### src/rtl/unary_ser_pkg.sv
package unary_ser_pkg;

    localparam int SHORT_LEN = 4;
    localparam int LONG_LEN  = 16;
    localparam int MAX_LEN   = (SHORT_LEN > LONG_LEN) ? SHORT_LEN : LONG_LEN;
    localparam int VAL_W     = $clog2(MAX_LEN + 1);
    localparam int IDX_W     = $clog2(MAX_LEN);
    localparam int N_RANGES  = 2;

    typedef enum logic {
        RNG_SHORT = 1'b0,
        RNG_LONG  = 1'b1
    } rng_e;

    typedef struct packed {
        logic [MAX_LEN-1:0] bits;
        logic [IDX_W-1:0]   len_m1;
        logic [VAL_W-1:0]   ones;
    } frame_t;

    function automatic int range_len(input int sel);
        return (sel == 0) ? SHORT_LEN : LONG_LEN;
    endfunction

    function automatic logic [VAL_W-1:0] clamp_val(input logic [VAL_W-1:0] v, input int n);
        return (int'(v) > n) ? VAL_W'(n) : v;
    endfunction

    // Even spread: bit i is set when the running share of v crosses an integer
    function automatic logic [MAX_LEN-1:0] spread_bits(input logic [VAL_W-1:0] v, input int n);
        logic [MAX_LEN-1:0] r;
        r = '0;
        for (int i = 0; i < MAX_LEN; i++) begin
            if (i < n) begin
                r[i] = (((i + 1) * int'(v)) / n) != ((i * int'(v)) / n);
            end
        end
        return r;
    endfunction

endpackage

### src/rtl/ser_frame_build.sv
module ser_frame_build
    import unary_ser_pkg::*;
(
    input  logic [VAL_W-1:0] value,
    input  logic             sel_long,
    output frame_t           frame
);
    frame_t cand [N_RANGES];

    for (genvar g = 0; g < N_RANGES; g++) begin : g_range
        localparam int LEN = range_len(g);
        logic [VAL_W-1:0] v_cl;
        always_comb begin
            v_cl           = clamp_val(value, LEN);
            cand[g].ones   = v_cl;
            cand[g].len_m1 = IDX_W'(LEN - 1);
            cand[g].bits   = spread_bits(v_cl, LEN);
        end
    end

    always_comb begin
        frame = sel_long ? cand[1] : cand[0];
    end
endmodule

### src/rtl/ser_hold_slot.sv
module ser_hold_slot
    import unary_ser_pkg::*;
(
    input  logic   clk,
    input  logic   rst,
    input  logic   wr_en,
    input  frame_t wr_frame,
    input  logic   clr,
    output logic   full,
    output frame_t held
);
    always_ff @(posedge clk) begin
        if (rst) begin
            full <= 1'b0;
            held <= '0;
        end else if (wr_en) begin
            full <= 1'b1;
            held <= wr_frame;
        end else if (clr) begin
            full <= 1'b0;
        end
    end


    overwrite_chk: assert property (@(posedge clk) disable iff (rst)
        wr_en |=> (full && held == $past(wr_frame)));
endmodule

### src/rtl/ser_shift_core.sv
module ser_shift_core
    import unary_ser_pkg::*;
(
    input  logic   clk,
    input  logic   rst,
    input  logic   load,
    input  frame_t load_frame,
    output logic   active,
    output logic   last,
    output logic   ser_bit
);
    logic [MAX_LEN-1:0] sh_bits;
    logic [IDX_W-1:0]   idx;
    logic [IDX_W-1:0]   len_m1;

    always_ff @(posedge clk) begin
        if (rst) begin
            sh_bits <= '0;
            idx     <= '0;
            len_m1  <= '0;
            active  <= 1'b0;
        end else if (load) begin
            sh_bits <= load_frame.bits;
            idx     <= '0;
            len_m1  <= load_frame.len_m1;
            active  <= 1'b1;
        end else if (active) begin
            if (last) begin
                active  <= 1'b0;
                sh_bits <= '0;
            end else begin
                sh_bits <= sh_bits >> 1;
                idx     <= idx + 1'b1;
            end
        end
    end

    always_comb begin
        last    = active && (idx == len_m1);
        ser_bit = active && sh_bits[0];
    end


    load_start_chk: assert property (@(posedge clk) disable iff (rst)
        load |=> (active && idx == '0));


    ones_match_chk: assert property (@(posedge clk) disable iff (rst)
        load |-> ($countones(load_frame.bits) == int'(load_frame.ones)));


    frame_end_chk: assert property (@(posedge clk) disable iff (rst)
        (last && !load) |=> (!active && !ser_bit));
endmodule

### src/rtl/unary_stream_ser.sv
module unary_stream_ser
    import unary_ser_pkg::*;
(
    input  logic             clk,
    input  logic             rst,
    input  logic [VAL_W-1:0] smp_value,
    input  logic             smp_valid,
    input  logic             range_long,
    output logic             ser_bit,
    output logic             ser_valid
);
    frame_t in_frame;
    frame_t slot_frame;
    frame_t load_frame;
    logic   slot_full;
    logic   sh_active;
    logic   sh_last;
    logic   free;
    logic   load;
    logic   slot_wr;
    logic   slot_clr;

    ser_frame_build u_build (
        .value    (smp_value),
        .sel_long (range_long),
        .frame    (in_frame)
    );

    always_comb begin
        free       = !sh_active || sh_last;
        load       = free && (slot_full || smp_valid);
        load_frame = slot_full ? slot_frame : in_frame;
        slot_wr    = smp_valid && (!free || slot_full);
        slot_clr   = free && slot_full;
    end

    ser_hold_slot u_slot (
        .clk      (clk),
        .rst      (rst),
        .wr_en    (slot_wr),
        .wr_frame (in_frame),
        .clr      (slot_clr),
        .full     (slot_full),
        .held     (slot_frame)
    );

    ser_shift_core u_shift (
        .clk        (clk),
        .rst        (rst),
        .load       (load),
        .load_frame (load_frame),
        .active     (sh_active),
        .last       (sh_last),
        .ser_bit    (ser_bit)
    );

    assign ser_valid = sh_active;


    clamp_range_chk: assert property (@(posedge clk) disable iff (rst)
        smp_valid |-> (int'(in_frame.ones) <= (range_long ? LONG_LEN : SHORT_LEN)));


    handoff_chk: assert property (@(posedge clk) disable iff (rst)
        (sh_last && slot_full) |=> ser_valid);
endmodule

### config.mk
export PLATFORM = sky130hd
export DESIGN_NAME = unary_stream_ser
export DESIGN_NICKNAME = d
export VERILOG_FILES = /design/src/rtl/unary_ser_pkg.sv /design/src/rtl/ser_frame_build.sv /design/src/rtl/ser_hold_slot.sv /design/src/rtl/ser_shift_core.sv /design/src/rtl/unary_stream_ser.sv
export SDC_FILE = /design/constraint.sdc
export NUM_CORES = 1
export LEC_CHECK = 0
export ABC_AREA = 1
export BUFFER_PORTS_ARGS = -buffer_cell sky130_fd_sc_hd__buf_4
export CORE_MARGIN = 2
export CORE_UTILIZATION = 35
export CTS_CLUSTER_DIAMETER = 40
export DETAILED_ROUTE_END_ITERATION = 10
export PLACE_DENSITY = 0.53
export SLEW_MARGIN = 20
export SYNTH_ARGS = -nofsm -noshare
export SYNTH_HDL_FRONTEND = slang
export SYNTH_SLANG_ARGS = --single-unit
### constraint.sdc
create_clock -name clk -period 5.3 [get_ports clk]
set_input_delay 1.325 -clock clk [delete_from_list [all_inputs] [get_ports clk]]
set_output_delay 1.325 -clock clk [all_outputs]
set_load 0.01 [all_outputs]
==> impl_metrics.csv, run 1 <==
group,metric,value,unit
die,core,13800,µm²
clocking,cts.sinks,42,
pwr,clkPwrFrac,27.4,%
cells_and_area,area_delta_synth_final,8.87,%
clocking,postCtsHoldBufs,0,
cells_and_area,fin_nets,849,
routing,viasPerCell,4.99,
logic_synthesis,synth_area,4940,µm²
pwr,p_switching,513,µW
sta,clock.fmax,218,MHz
critical_path,critical_path.most_common_cell,"nand2_1",
die,die_h,123,µm
clocking,cts.clk_slew.worst_paths,0.06,ns
critical_path,critPathMaxStageDelay,0.50,ns
place,port-buffer-count,10,
pwr,switching_share,39.6,%
sta,slew_headroom,42.5,%
cells_and_area,antenna_cells,0,
routing,drtIter0Drc,333,
routing,wire_per_inst,13.9,µm
logic_synthesis,syn_inst,770,
place,dp_slack,0.438,ns
sta,finalCriticalPeriod,4.58,ns
cells_and_area,multi_input_area,3670,µm²
clocking,cts_root_buf,"clkbuf_16",
clocking,cts_buffers,5,
pwr,pwr_density_cell,241,nW/µm²
logic_synthesis,syn_avg_cell_area,6.41,µm²
critical_path,endpoint_kind,"flop",
cells_and_area,drive_gt1_share,9.35,%
run_status,status,"complete, no violations",
place,dp.final_hpwl,10500,µm
pwr,seqPwrFrac,27.9,%
sta,hold_slack,0.459,ns
logic_synthesis,ys_warn_count,0,
cells_and_area,layout_commonest_cell,"nand2_1",
global_route,grt_max_degree,34,
global_route,grt_usage,18.1,%
logic_synthesis,synth.ff_latch_count,42,
routing,vias,4795,
critical_path,crit_chain,"buf_4 -> inv_2 -> nand2_2 -> inv_1 -> ha_1 -> or2_1 -> nand2_1 -> inv_1 -> ha_1 -> inv_1 -> fa_1 -> xnor2_1 -> nor2_1 -> nor3_1 -> nand3_1 -> nor2_1 -> nand2_1 -> nand2_1 -> nand2_1 -> nand2_1 -> a21oi_1",
pwr,vdd_drop_max,0.000122,V
global_route,antenna_found_initial,0,
logic_synthesis,postSynth.asyncResetShare,0,%
clocking,tritoncts,"yes",
logic_synthesis,yosysSeqAreaShare,17.0,%
worst_hold_path,min_path_type,"reg -> reg",
sta,clock-skew-final,0.00507,ns
logic_synthesis,synth-main-ff-cell,"dfxtp_1",
die,design.die.area,15100,µm²
routing,firstDrtPassIters,5,
critical_path,cp_slowest_cell,"fa_1",
sta,tns,0,ns
sta,worstMarginPinSlew,0.862,ns
critical_path,start_kind,"primary input",
sta,fin_crit_sh,86.4,%
logic_synthesis,synth-edff-count,0,
sta,finalSetupViolCount,0,
global_route,grt_overflow,0,
die,start_util,35.7,%
clocking,cts_resized,0,
routing,ant_nets,0,
cells_and_area,final_cell_mix,"nand2_1, inv_1, nand3_1, nor2_1, a21oi_1",
critical_path,cp_max_fo,11,
routing,totalWireLength,13400,µm
die,die_x,123,µm
sta,rsz0062_at_grt,"false",
clocking,clockBufferDepth,2,
die,io_pins,11,
cells_and_area,fill_cells,1446,
critical_path,crit_type,"in -> reg",
clocking,clock_latency,0.28,ns
clocking,post_cts_buffers,0,
global_route,grt_pass1_wl,21800,µm
pwr,intPower,782,µW
critical_path,cp.required,5.47,ns
sta,setup_ws,0.721,ns
pwr,p_comb_share,44.7,%
global_route,grt_pass1_vias,4387,
critical_path,critPathBufInv,5,
sta,hold_violations,0,
critical_path,crit_arrival,4.75,ns
routing,drc,0,
cells_and_area,regArea,841,µm²
sta,slew_violations,0,
pwr,power_leakage,0.00275,µW
logic_synthesis,ys_types,45,
clocking,cts_htree_levels,2,
place,place_congestion,0.960,
critical_path,crit_family,"simple AND/OR/NAND/NOR gates",
critical_path,r2r_setup_slack,2.87,ns
die,rows,43,
job,maxCapViolations,0,
-- power by group through the flow --
stage,registers (µW),clock network [µW],logic (µW)
after floorplan,363,0,448
after global placement,367,0,569
after detailed placement,368,0,573
after CTS,361,359,576
after global routing,365,371,658
final,362,355,578
-- through the flow --
step / power (µW) / utilization (%) / cell area [µm²] / std cells
final: 1300 / 38.9 / 5380 / 961
after global routing: 1390 / 38.9 / 5380 / 961
after CTS: 1300 / 38.9 / 5380 / 961
after detailed placement: 941 / 37.7 / 5210 / 954
after global placement: 936 / 37.6 / 5200 / 954
after floorplan: 812 / - / 4970 / 780
-- synthesized netlist by cell type, types with 2 or more instances --
master	count	share of area, %
nand2_1	215	16
inv_1	86	6.5
nand3_1	67	6.8
nor2_1	56	4.3
a21oi_1	53	5.4
ha_1	45	11
dfxtp_1	42	17
o21ai_0	38	3.9
a31oi_1	16	2.0
xor2_1	15	2.7
fa_1	14	5.7
nand2_2	14	1.8
inv_2	10	0.76
clkbuf_1	9	0.68
nand3b_1	9	1.4
nand4_1	8	1.0
o21ai_1	8	0.81
xnor2_1	8	1.4
buf_2	7	0.71
nand2_4	5	1.1
nor2_2	4	0.51
nor2_4	4	0.91
nor3_1	3	0.30
or2_1	3	0.38
or2_2	3	0.38
buf_4	2	0.30
buf_6	2	0.46
conb_1	2	0.15
nand3_2	2	0.41
nor3b_1	2	0.30
o21ai_2	2	0.35
o22ai_1	2	0.25
xor2_4	2	1.1
-- logic make-up after synthesis --
| kind of cell | count (synthesis) | synth area share [%] |
|---|---|---|
| buffers and inverters | 116 | 9.45 |
| AOI/OAI and AO/OA | 131 | 15.2 |
| other | 2 | 0.152 |
| adders and majority gates | 59 | 17.1 |
| and+or+nand+nor | 395 | 35.9 |
| DFF | 42 | 17.0 |
| xor gates and xnor gates | 25 | 5.20 |
-- final timing paths --
kind	from	end	cells past startpoint
setup / recovery	smp_value[4]	u_shift.sh_bits[13]	21
hold / removal	u_slot.held[6]	u_slot.held[6]	2
setup reg to reg	u_slot.full	u_slot.held[17]	5
hold reg to reg	u_slot.held[6]	u_slot.held[6]	2
-- tightest hold or removal path, cell delays in order, from the launching register on --
cell	delay (ns)
dfxtp_1	0.30
inv_1	0.06
a21oi_1	0.06
-- cell type report --
| cell class | instances | share of cell area, % |
|---|---|---|
| inverters | 96 | 6.70 |
| flip-flops and latches | 42 | 15.6 |
| well taps | 180 | 4.19 |
| clock inverters | 1 | 0.559 |
| repair buffers | 14 | 1.96 |
| multi-input cells | 622 | 68.4 |
| clock buffers | 6 | 2.58 |
-- layer usage --
layer	up-vias	wire (µm)	GRT usage (%)
met5	-	0	0
met4	0	317	5.24
met3	26	485	1.86
met2	99	6450	30.7
met1	2167	6150	24.2
li1	2503	-	-
-- registers in the layout, summed over array words and instances (netlist names) --
register / count
u_shift.idx: 4
u_slot.full: 1
u_shift.len_m1: 2
u_slot.held: 18
u_shift.active: 1
u_shift.sh_bits: 16
Note: power is estimated with default switching activity, not from simulation.
==> run 2: changes to the inputs <==
- CAP_MARGIN: not set -> 40
- CTS_BUF_LIST: not set -> sky130_fd_sc_hd__clkbuf_8
==> run 2 against run 1 <==
Compared with the run above: global-route usage barely moved; maximum frequency rose by 0.25%; register-to-register slack is essentially flat; clock skew grew 0.0048 ns; die area did not move; sequential power hardly changed; worst setup slack improved by 0.011 ns; power fell by 7.1%; clock-buffer cell count stayed put; via count fell by 0.25%; largest cell class unchanged; hold slack gained 0.0023 ns; largest power group unchanged.
==> impl_metrics.csv, run 2 (same netlist as run 1, synthesis figures left out) <==
group,metric,value,unit
global_route,grt_pass1_wl,21800,µm
critical_path,r2r_start,"u_slot.full",
die,core,13800,µm²
sta,slew_violations,0,
cells_and_area,fin_nets,849,
cells_and_area,area_delta_synth_final,7.73,%
place,dp_slack,0.438,ns
pwr,p_switching,503,µW
critical_path,cp.required,5.49,ns
clocking,post_cts_buffers,0,
clocking,cts.clk_slew.worst_paths,0.09,ns
cells_and_area,largest_reg_flops,18,
routing,drtIter0Drc,376,
global_route,grt_overflow,0,
place,place_congestion,0.960,
cells_and_area,fill_cells,1457,
clocking,tritoncts,"yes",
worst_hold_path,min_path_type,"reg -> reg",
cells_and_area,final_cells,961,
clocking,cts_root_buf,"clkbuf_8",
die,start_util,35.7,%
worst_hold_path,hold_path_end,"u_slot.held[6]",
global_route,grt_max_degree,34,
pwr,clkPwrFrac,21.9,%
cells_and_area,antenna_cells,0,
clocking,cts_htree_levels,2,
clocking,postCtsHoldBufs,0,
cells_and_area,final_cell_mix,"nand2_1, inv_1, nand3_1, nor2_1, a21oi_1",
routing,viasPerCell,4.98,
sta,setup_ws,0.732,ns
sta,hold_violations,0,
sta,worstMarginPinSlew,0.871,ns
routing,vias,4783,
sta,finalSetupViolCount,0,
clocking,clock_latency,0.30,ns
clocking,clockBufferDepth,2,
place,dpl.cell_count,954,
place,port-buffer-count,10,
critical_path,crit_arrival,4.76,ns
sta,tns,0,ns
pwr,p_comb_share,48.0,%
job,maxCapViolations,0,
cells_and_area,largest-register,"u_slot.held",
pwr,intPower,700,µW
critical_path,crit_type,"in -> reg",
die,rows,43,
run_status,status,"complete, no violations",
pwr,pwr_density_cell,226,nW/µm²
routing,ant_nets,0,
critical_path,r2r-end,"u_slot.held[17]",
clocking,cts_resized,0,
routing,firstDrtPassIters,5,
global_route,grt_pass1_vias,4389,
critical_path,start_kind,"primary input",
die,die_h,123,µm
cells_and_area,reg.largest.list,"u_slot.held (18), u_shift.sh_bits (16), u_shift.idx (4)",
die,design.die.area,15100,µm²
place,dp.final_hpwl,10500,µm
routing,wire_per_inst,13.9,µm
critical_path,r2r_cells,5,
sta,clock.fmax,219,MHz
routing,drc,0,
critical_path,endpoint_kind,"flop",
critical_path,cp_max_fo,11,
sta,slew_headroom,41.9,%
sta,finalCriticalPeriod,4.57,ns
clocking,cts.sinks,42,
cells_and_area,fin_util,38.5,%
worst_hold_path,hold_depth,2,
place,placed_area,5210,µm²
die,io_pins,11,
sta,rsz0062_at_grt,"false",
cells_and_area,design_area,5320,µm²
cells_and_area,layout_commonest_cell,"nand2_1",
pwr,switching_share,41.8,%
critical_path,r2r_setup_slack,2.86,ns
worst_hold_path,hp-start,"u_slot.held[6]",
die,die_x,123,µm
pwr,power_leakage,0.00272,µW
routing,totalWireLength,13400,µm
sta,clock-skew-final,0.00983,ns
cells_and_area,drive_gt1_share,9.35,%
clocking,cts_buffers,5,
pwr,seqPwrFrac,30.0,%
pwr,vdd_drop_max,0.000102,V
global_route,grt_usage,18.1,%
sta,fin_crit_sh,86.2,%
global_route,antenna_found_initial,0,
run 2: worst max path at each step:
stage               slack, ns          from  cells after the start             endpoint
floorplan                0.97  smp_value[4]                     25  u_shift.sh_bits[13]
global placement         0.53  smp_value[4]                     24  u_shift.sh_bits[13]
detailed placement       0.44  smp_value[4]                     21  u_shift.sh_bits[13]
CTS                      0.74  smp_value[4]                     21  u_shift.sh_bits[13]
global route             0.39  smp_value[4]                     21  u_shift.sh_bits[13]
finish                   0.73  smp_value[4]                     21  u_shift.sh_bits[13]
run 2: area by class of cell:
class / instances / area, µm² / share of cell area (%)
Multi-Input combinational cell: 622 / 3670 / 69.1
Sequential cell: 42 / 841 / 15.8
Inverter: 96 / 360 / 6.77
Tap cell: 180 / 225 / 4.23
Timing Repair Buffer: 14 / 105 / 1.98
Clock buffer: 6 / 82.6 / 1.55
Clock inverter: 1 / 30.0 / 0.565
run 2: power by group through the flow:
| stage | combinational (µW) | sequential (µW) | clock, µW |
|---|---|---|---|
| 6_report | 578 | 361 | 264 |
| 5_1_grt | 658 | 365 | 283 |
| 4_1_cts | 576 | 361 | 269 |
| 3_5_place_dp | 573 | 368 | 0 |
| 3_3_place_gp | 569 | 367 | 0 |
| 2_1_floorplan | 448 | 363 | 0 |
run 2: routing by layer:
metal  global-route usage (%)  part of all wire [%]  vias up
met5                        0                     0        -
met4                     5.60                   2.4        0
met3                     1.77                   2.6       27
met2                     30.7                    48       77
met1                     24.3                    47     2177
li1                         -                     -     2502
run 2: metrics by stage:
| step | hold slack (ns) | power (µW) |
|---|---|---|
| final | 0.462 | 1200 |
| after global routing | 0.496 | 1310 |
| after CTS | 0.465 | 1210 |
| after detailed placement | 0.452 | 941 |
| after global placement | 0.445 | 936 |
| after floorplan | 0.430 | 812 |
run 2: worst max-delay path, stage by stage:
cell,delay (ns)
buf_4,0.15
inv_2,0.23
nand2_2,0.19
inv_1,0.21
ha_1,0.31
or2_1,0.22
nand2_1,0.11
inv_1,0.07
ha_1,0.30
inv_1,0.06
fa_1,0.50
xnor2_1,0.23
nor2_1,0.06
nor3_1,0.23
nand3_1,0.11
nor2_1,0.11
nand2_1,0.06
nand2_1,0.07
nand2_1,0.05
nand2_1,0.09
a21oi_1,0.06
